### src/rtl/euler_pkg.sv
package euler_pkg;
  typedef enum logic [2:0] {
    PH_IDLE = 3'd0,
    PH_UD   = 3'd1,
    PH_XUD  = 3'd2,
    PH_YD   = 3'd3,
    PH_UPD  = 3'd4,
    PH_DONE = 3'd5
  } phase_t;
endpackage

### src/rtl/euler_mul.sv
module euler_mul #(
  parameter int W    = 16,
  parameter int FRAC = 8
) (
  input  logic signed [W-1:0] op_a,
  input  logic signed [W-1:0] op_b,
  output logic signed [W-1:0] prod
);
  localparam int PW = W + FRAC;

  logic signed [PW-1:0] ext_a, ext_b, full;

  assign ext_a = PW'(op_a);
  assign ext_b = PW'(op_b);
  assign full  = ext_a * ext_b;

  generate
    if (FRAC == 0) begin : g_int
      assign prod = W'(full);
    end else begin : g_frac
      assign prod = W'(full >>> FRAC);
    end
  endgenerate
endmodule

### src/rtl/euler_ctrl.sv
module euler_ctrl
  import euler_pkg::*;
(
  input  logic   clk,
  input  logic   rst_n,
  input  logic   in_valid,
  input  logic   out_ready,
  input  logic   cont,
  output phase_t phase,
  output logic   load,
  output logic   in_ready,
  output logic   out_valid,
  output logic   busy
);
  phase_t ph_q, ph_d;

  always_comb begin
    ph_d = ph_q;
    unique case (ph_q)
      PH_IDLE: if (in_valid) ph_d = PH_UD;
      PH_UD:   ph_d = PH_XUD;
      PH_XUD:  ph_d = PH_YD;
      PH_YD:   ph_d = PH_UPD;
      PH_UPD:  ph_d = cont ? PH_UD : PH_DONE;
      PH_DONE: if (out_ready) ph_d = PH_IDLE;
      default: ph_d = PH_IDLE;
    endcase
  end

  always_ff @(posedge clk) begin
    if (!rst_n) ph_q <= PH_IDLE;
    else        ph_q <= ph_d;
  end

  assign phase     = ph_q;
  assign in_ready  = (ph_q == PH_IDLE);
  assign load      = in_ready && in_valid;
  assign out_valid = (ph_q == PH_DONE);
  assign busy      = !in_ready;

  // a pass walks through its four steps in a fixed order
  a_r6_step_ud: assert property (@(posedge clk) disable iff (!rst_n)
    ph_q == PH_UD |=> ph_q == PH_XUD);
  a_r6_step_xud: assert property (@(posedge clk) disable iff (!rst_n)
    ph_q == PH_XUD |=> ph_q == PH_YD);
  a_r6_step_yd: assert property (@(posedge clk) disable iff (!rst_n)
    ph_q == PH_YD |=> ph_q == PH_UPD);
  // no new operand set is taken while busy
  a_r8_no_load_busy: assert property (@(posedge clk) disable iff (!rst_n)
    busy |-> !load);
endmodule

### src/rtl/euler_dp.sv
module euler_dp
  import euler_pkg::*;
#(
  parameter int W    = 16,
  parameter int FRAC = 8
) (
  input  logic         clk,
  input  logic         rst_n,
  input  phase_t       phase,
  input  logic         load,
  input  logic [W-1:0] x_in,
  input  logic [W-1:0] y_in,
  input  logic [W-1:0] u_in,
  input  logic [W-1:0] dx_in,
  input  logic [W-1:0] a_in,
  output logic [W-1:0] y_res,
  output logic         cont
);
  logic signed [W-1:0] x_q, y_q, u_q, dx_q, a_q;
  logic signed [W-1:0] ud_q, xud_q, yd_q;
  logic signed [W-1:0] mul_a, mul_b, mul_p;
  logic signed [W-1:0] x_nx, u_nx, y_nx, xud3, yd3;

  always_comb begin
    unique case (phase)
      PH_XUD:  begin mul_a = x_q; mul_b = ud_q; end
      PH_YD:   begin mul_a = y_q; mul_b = dx_q; end
      default: begin mul_a = u_q; mul_b = dx_q; end
    endcase
  end

  euler_mul #(.W(W), .FRAC(FRAC)) mul_i (
    .op_a(mul_a),
    .op_b(mul_b),
    .prod(mul_p)
  );

  assign xud3 = xud_q + (xud_q <<< 1);
  assign yd3  = yd_q + (yd_q <<< 1);
  assign x_nx = x_q + dx_q;
  assign u_nx = u_q - xud3 - yd3;
  assign y_nx = y_q + ud_q;
  assign cont = (x_nx < a_q);

  always_ff @(posedge clk) begin
    if (!rst_n) begin
      x_q <= '0; y_q <= '0; u_q <= '0; dx_q <= '0; a_q <= '0;
      ud_q <= '0; xud_q <= '0; yd_q <= '0;
    end else if (load) begin
      x_q  <= x_in;
      y_q  <= y_in;
      u_q  <= u_in;
      dx_q <= dx_in;
      a_q  <= a_in;
    end else begin
      unique case (phase)
        PH_UD:  ud_q  <= mul_p;
        PH_XUD: xud_q <= mul_p;
        PH_YD:  yd_q  <= mul_p;
        PH_UPD: begin
          x_q <= x_nx;
          u_q <= u_nx;
          y_q <= y_nx;
        end
        default: ;
      endcase
    end
  end

  assign y_res = y_q;

  // x advances by one step at each commit
  a_r3_x_step: assert property (@(posedge clk) disable iff (!rst_n)
    phase == PH_UPD |=> x_q == $past(x_q) + $past(dx_q));
  // y takes the u*dx product at each commit
  a_r4_y_step: assert property (@(posedge clk) disable iff (!rst_n)
    phase == PH_UPD |=> y_q == $past(y_q) + $past(ud_q));
  // step and bound change only on capture
  a_r2_ops_hold: assert property (@(posedge clk) disable iff (!rst_n)
    !load |=> $stable(dx_q) && $stable(a_q));
  // state is untouched outside the commit step
  a_r4_state_hold: assert property (@(posedge clk) disable iff (!rst_n)
    (!load && phase != PH_UPD) |=> $stable(x_q) && $stable(y_q) && $stable(u_q));
endmodule

### src/rtl/euler_solver.sv
module euler_solver
  import euler_pkg::*;
#(
  parameter int W    = 16,
  parameter int FRAC = 8
) (
  input  logic         clk,
  input  logic         rst_n,
  input  logic         in_valid,
  output logic         in_ready,
  input  logic [W-1:0] x_in,
  input  logic [W-1:0] y_in,
  input  logic [W-1:0] u_in,
  input  logic [W-1:0] dx_in,
  input  logic [W-1:0] a_in,
  output logic         out_valid,
  input  logic         out_ready,
  output logic [W-1:0] y_out,
  output logic         busy
);
  phase_t phase;
  logic   load, cont;

  euler_ctrl ctrl_i (
    .clk(clk), .rst_n(rst_n), .in_valid(in_valid), .out_ready(out_ready),
    .cont(cont), .phase(phase), .load(load), .in_ready(in_ready),
    .out_valid(out_valid), .busy(busy)
  );

  euler_dp #(.W(W), .FRAC(FRAC)) dp_i (
    .clk(clk), .rst_n(rst_n), .phase(phase), .load(load),
    .x_in(x_in), .y_in(y_in), .u_in(u_in), .dx_in(dx_in), .a_in(a_in),
    .y_res(y_out), .cont(cont)
  );

  // a stalled result is held
  a_r7_hold: assert property (@(posedge clk) disable iff (!rst_n)
    out_valid && !out_ready |=> out_valid && $stable(y_out));
  // the loop ends only when the fresh x failed the bound test
  a_r5_exit: assert property (@(posedge clk) disable iff (!rst_n)
    $rose(out_valid) |-> $past(!cont));
  // a consumed result frees the engine
  a_r9_release: assert property (@(posedge clk) disable iff (!rst_n)
    out_valid && out_ready |=> !busy && in_ready);
endmodule

### config.mk
export PLATFORM = sky130hd
export DESIGN_NAME = euler_solver
export DESIGN_NICKNAME = d
export VERILOG_FILES = /design/src/rtl/euler_pkg.sv /design/src/rtl/euler_mul.sv /design/src/rtl/euler_ctrl.sv /design/src/rtl/euler_dp.sv /design/src/rtl/euler_solver.sv
export SDC_FILE = /design/constraint.sdc
export NUM_CORES = 1
export LEC_CHECK = 0
export BUFFER_PORTS_ARGS = -buffer_cell sky130_fd_sc_hd__buf_4
export CAP_MARGIN = 10
export CORE_ASPECT_RATIO = 1.1
export CORE_MARGIN = 2
export CORE_UTILIZATION = 40
export DETAILED_ROUTE_END_ITERATION = 6
export PLACE_DENSITY = 0.66
export SLEW_MARGIN = 20
export SYNTH_ARGS = -nofsm -noshare
export SYNTH_HDL_FRONTEND = slang
export SYNTH_HIERARCHICAL = 1
export SYNTH_SLANG_ARGS = --single-unit
### constraint.sdc
create_clock -name clk -period 7.01 [get_ports clk]
set_input_delay 1.402 -clock clk [delete_from_list [all_inputs] [get_ports clk]]
set_output_delay 1.402 -clock clk [all_outputs]
set_load 0.005 [all_outputs]
==> impl_metrics.json <==
{
  "outcome": "completed",
  "dpl_worst_slack_ps": 166,
  "die_area_sq_um": 43700,
  "min_period_ps": 6790,
  "die_x_um": 199,
  "grt_pass1_wl_mm": 77.3,
  "area_growth_pct": 13.2,
  "fill_cells": 4078,
  "crit_top_cell": "fa_1",
  "vias": 13700,
  "cts_tree": "yes",
  "numCtsBuffers": 17,
  "synth_nets": 2433,
  "worstPathCellList": "nand2b_2 -> nor2_4 -> buf_4 -> mux2_4 -> buf_4 -> and2_1 -> fa_1 -> inv_1 -> fa_1 -> fa_1 -> fa_1 -> inv_1 -> fa_1 -> fa_1 -> ha_1 -> and2_1 -> a221o_1 -> o21ba_1 -> nor2_2 -> a211o_1 -> a21oi_2 -> xnor2_1 -> nand2_1 -> a21boi_0",
  "fin_nets": 2522,
  "gr-total-overflow": 0,
  "dpl.hpwl_mm": 38.5,
  "setup_viol": 0,
  "netlist.area_leader.share_pct": 27.5,
  "max_freq_mhz": 147,
  "switching_share_pct": 44.0,
  "htreeDepth": 4,
  "p_leak_nw": 8.90,
  "clk_latency_ps": 430,
  "syn_area_per_cell_sq_um": 8.47,
  "dr.pass1.iters": 5,
  "first_iter_violations": 1087,
  "cts_hold_buf": 0,
  "row_count": 78,
  "critPathSlowestCell": "fa_1",
  "power_switching_mw": 1.80,
  "post-route-cell-area_sq_um": 19000,
  "grt_antenna_before_repair": 0,
  "place_area_sq_um": 18300,
  "clock-sinks": 131,
  "cap_violations": 0,
  "ys_types": 63,
  "cp-start-kind": "register",
  "synth_common_cells": "inv_1 (364), nand2_1 (298), fa_1 (231), ha_1 (133), dfxtp_1 (131)",
  "wl_mm": 48.2,
  "clock_skew_ps": 6.52,
  "power_frac_seq_pct": 22.8,
  "grt_max_degree": 80,
  "cp.required_ps": 7360,
  "relSlewSlack_pct": 24.9,
  "intPower_mw": 2.29,
  "first_global_vias": 14200,
  "final_hold_viol_count": 0,
  "port_buffers": 102,
  "die_h_um": 219,
  "fin_crit_sh_pct": 96.8,
  "synthFlopType": "dfxtp_1",
  "viasPerCell": 5.18,
  "core_sq_um": 41400,
  "drive_gt1_share_pct": 11.4,
  "wl_per_cell_um": 18.2,
  "drc_errors": 0,
  "layout_setup_ws_ps": 223,
  "combPwrFrac_pct": 55.2,
  "ys_seq_area_share_pct": 15.6,
  "crit_path_max_fanout": 10,
  "ys_ff_latch": 131,
  "start_util_pct": 40.6,
  "async_flop_share_pct": 0,
  "peakVddDrop_mv": 0.172,
  "cp_data_arrival_time_ps": 7140,
  "synth.most_common_cell": "inv_1",
  "antenna_left": 0,
  "cts.path.max_buffers": 2,
  "hold_class": "register to register",
  "clockPowerShare_pct": 22.0,
  "antennaDiodeCount": 0,
  "place_inst": 2609,
  "worstMarginPinSlew_ps": 1120,
  "instances_no_fill": 2647,
  "synth_edf_count": 0,
  "power.total_mw": 4.09,
  "path_clk_slew_ps": 60,
  "path_class": "register to register",
  "netlist_area_sq_um": 16800,
  "io_pins": 103,
  "final_core_util_pct": 46.0,
  "maxSlewViolCount": 0,
  "synthTopCellsByArea": "fa_1 (28%), dfxtp_1 (16%), ha_1 (9.9%), inv_1 (8.1%), nand2_1 (6.7%)",
  "critPathMaxStageDelay_ps": 550,
  "grt_use_total_pct": 23.0,
  "rsz0062_at_grt": "yes",
  "gp_congestion": 0.966,
  "syn_inst": 1985,
  "yosysWarnings": 6,
  "synth_largest_area_cell": "fa_1",
  "power_density_nw_per_um2": 215,
  "end_kind": "register",
  "cts-root-buf": "clkbuf_16"
}
## through the flow
| step | setup TNS, ps | hold slack [ps] |
|---|---|---|
| after floorplan | 0 | 443 |
| after global placement | 0 | 452 |
| after detailed placement | 0 | 459 |
| after CTS | 0 | 466 |
| after global routing | -94.1 | 492 |
| final | 0 | 461 |
## what timing repair did
item,4_1_cts,5_1_grt
setup buffers,0,6
setup endpoints to repair,0,27
resized for setup,0,26
## flip-flops by register name, summed over array words and instances (netlist names)
signal	flops
ctrl_i/phase	3
dp_i/x_q	16
dp_i/a_q	16
dp_i/xud_q	16
dp_i/ud_q	16
dp_i/y_res	16
dp_i/u_q	16
dp_i/dx_q	16
dp_i/yd_q	16
## layout by cell type, fill, tap and decap left out, drive strengths merged, types with 41 or more instances in the layout
cell type    n
and2       105
dfxtp      131
nor2        41
fa         231
a21boi      49
buf        158
mux2i       49
xnor2       58
nor2b       50
nand2      298
inv        364
o21ai       66
a21oi       83
ha         133
## path summary, 6_finish.rpt
kind | start | endpoint | slack, ps | depth (start not counted)
worst max register to register | ctrl_i/phase[2] | dp_i/ud_q[10] | 220 | 24
worst min register to register | dp_i/xud_q[3] | dp_i/xud_q[3] | 460 | 2
worst min-delay path | dp_i/xud_q[3] | dp_i/xud_q[3] | 460 | 2
worst max-delay path | ctrl_i/phase[2] | dp_i/ud_q[10] | 220 | 24
## power groups by stage
stage / sequential (mW) / clock [mW] / combinational, mW
after floorplan: 0.888 / 0 / 1.56
after global placement: 0.939 / 0 / 2.15
after detailed placement: 0.939 / 0 / 2.20
after CTS: 0.923 / 0.912 / 2.22
after global routing: 0.933 / 0.947 / 2.52
final: 0.931 / 0.901 / 2.26
## per-layer routing
metal / routed length [um] / GRT usage (%)
met5: 0 / 0
met4: 1540 / 7.33
met3: 2820 / 3.26
met2: 23100 / 38.6
met1: 20700 / 30.4
## critical path, delay by kind of cell (launching register included)
family | cells | cell delay (ps)
flip-flops | 1 | 310
AO/OA/AOI/OAI | 5 | 1280
buffers and inverters | 4 | 460
adder cells (fa/ha/maj) | 7 | 3130
multiplexers | 1 | 360
XOR/XNOR | 1 | 180
AND/OR/NAND/NOR | 6 | 990
## area by class of cell
cell class | count | area [sq um] | area share (%)
clock buffers | 20 | 457 | 2.40
clock inverters | 12 | 133 | 0.697
inverters | 365 | 1370 | 7.22
multi-input cells | 1401 | 12600 | 66.0
flip-flops and latches | 131 | 2620 | 13.8
well taps | 560 | 701 | 3.68
repair buffers | 158 | 1190 | 6.27
## kinds of logic after synthesis
family / Yosys count / synth area share, %
and+or+nand+nor: 590 / 16.7
buffers and inverters: 453 / 10.1
adders and majority gates: 364 / 37.4
AOI/OAI and AO/OA: 299 / 11.8
DFF: 131 / 15.6
xor gates and xnor gates: 81 / 4.22
muxes: 67 / 4.12
No activity file was read; power rests on OpenSTA's default activity.
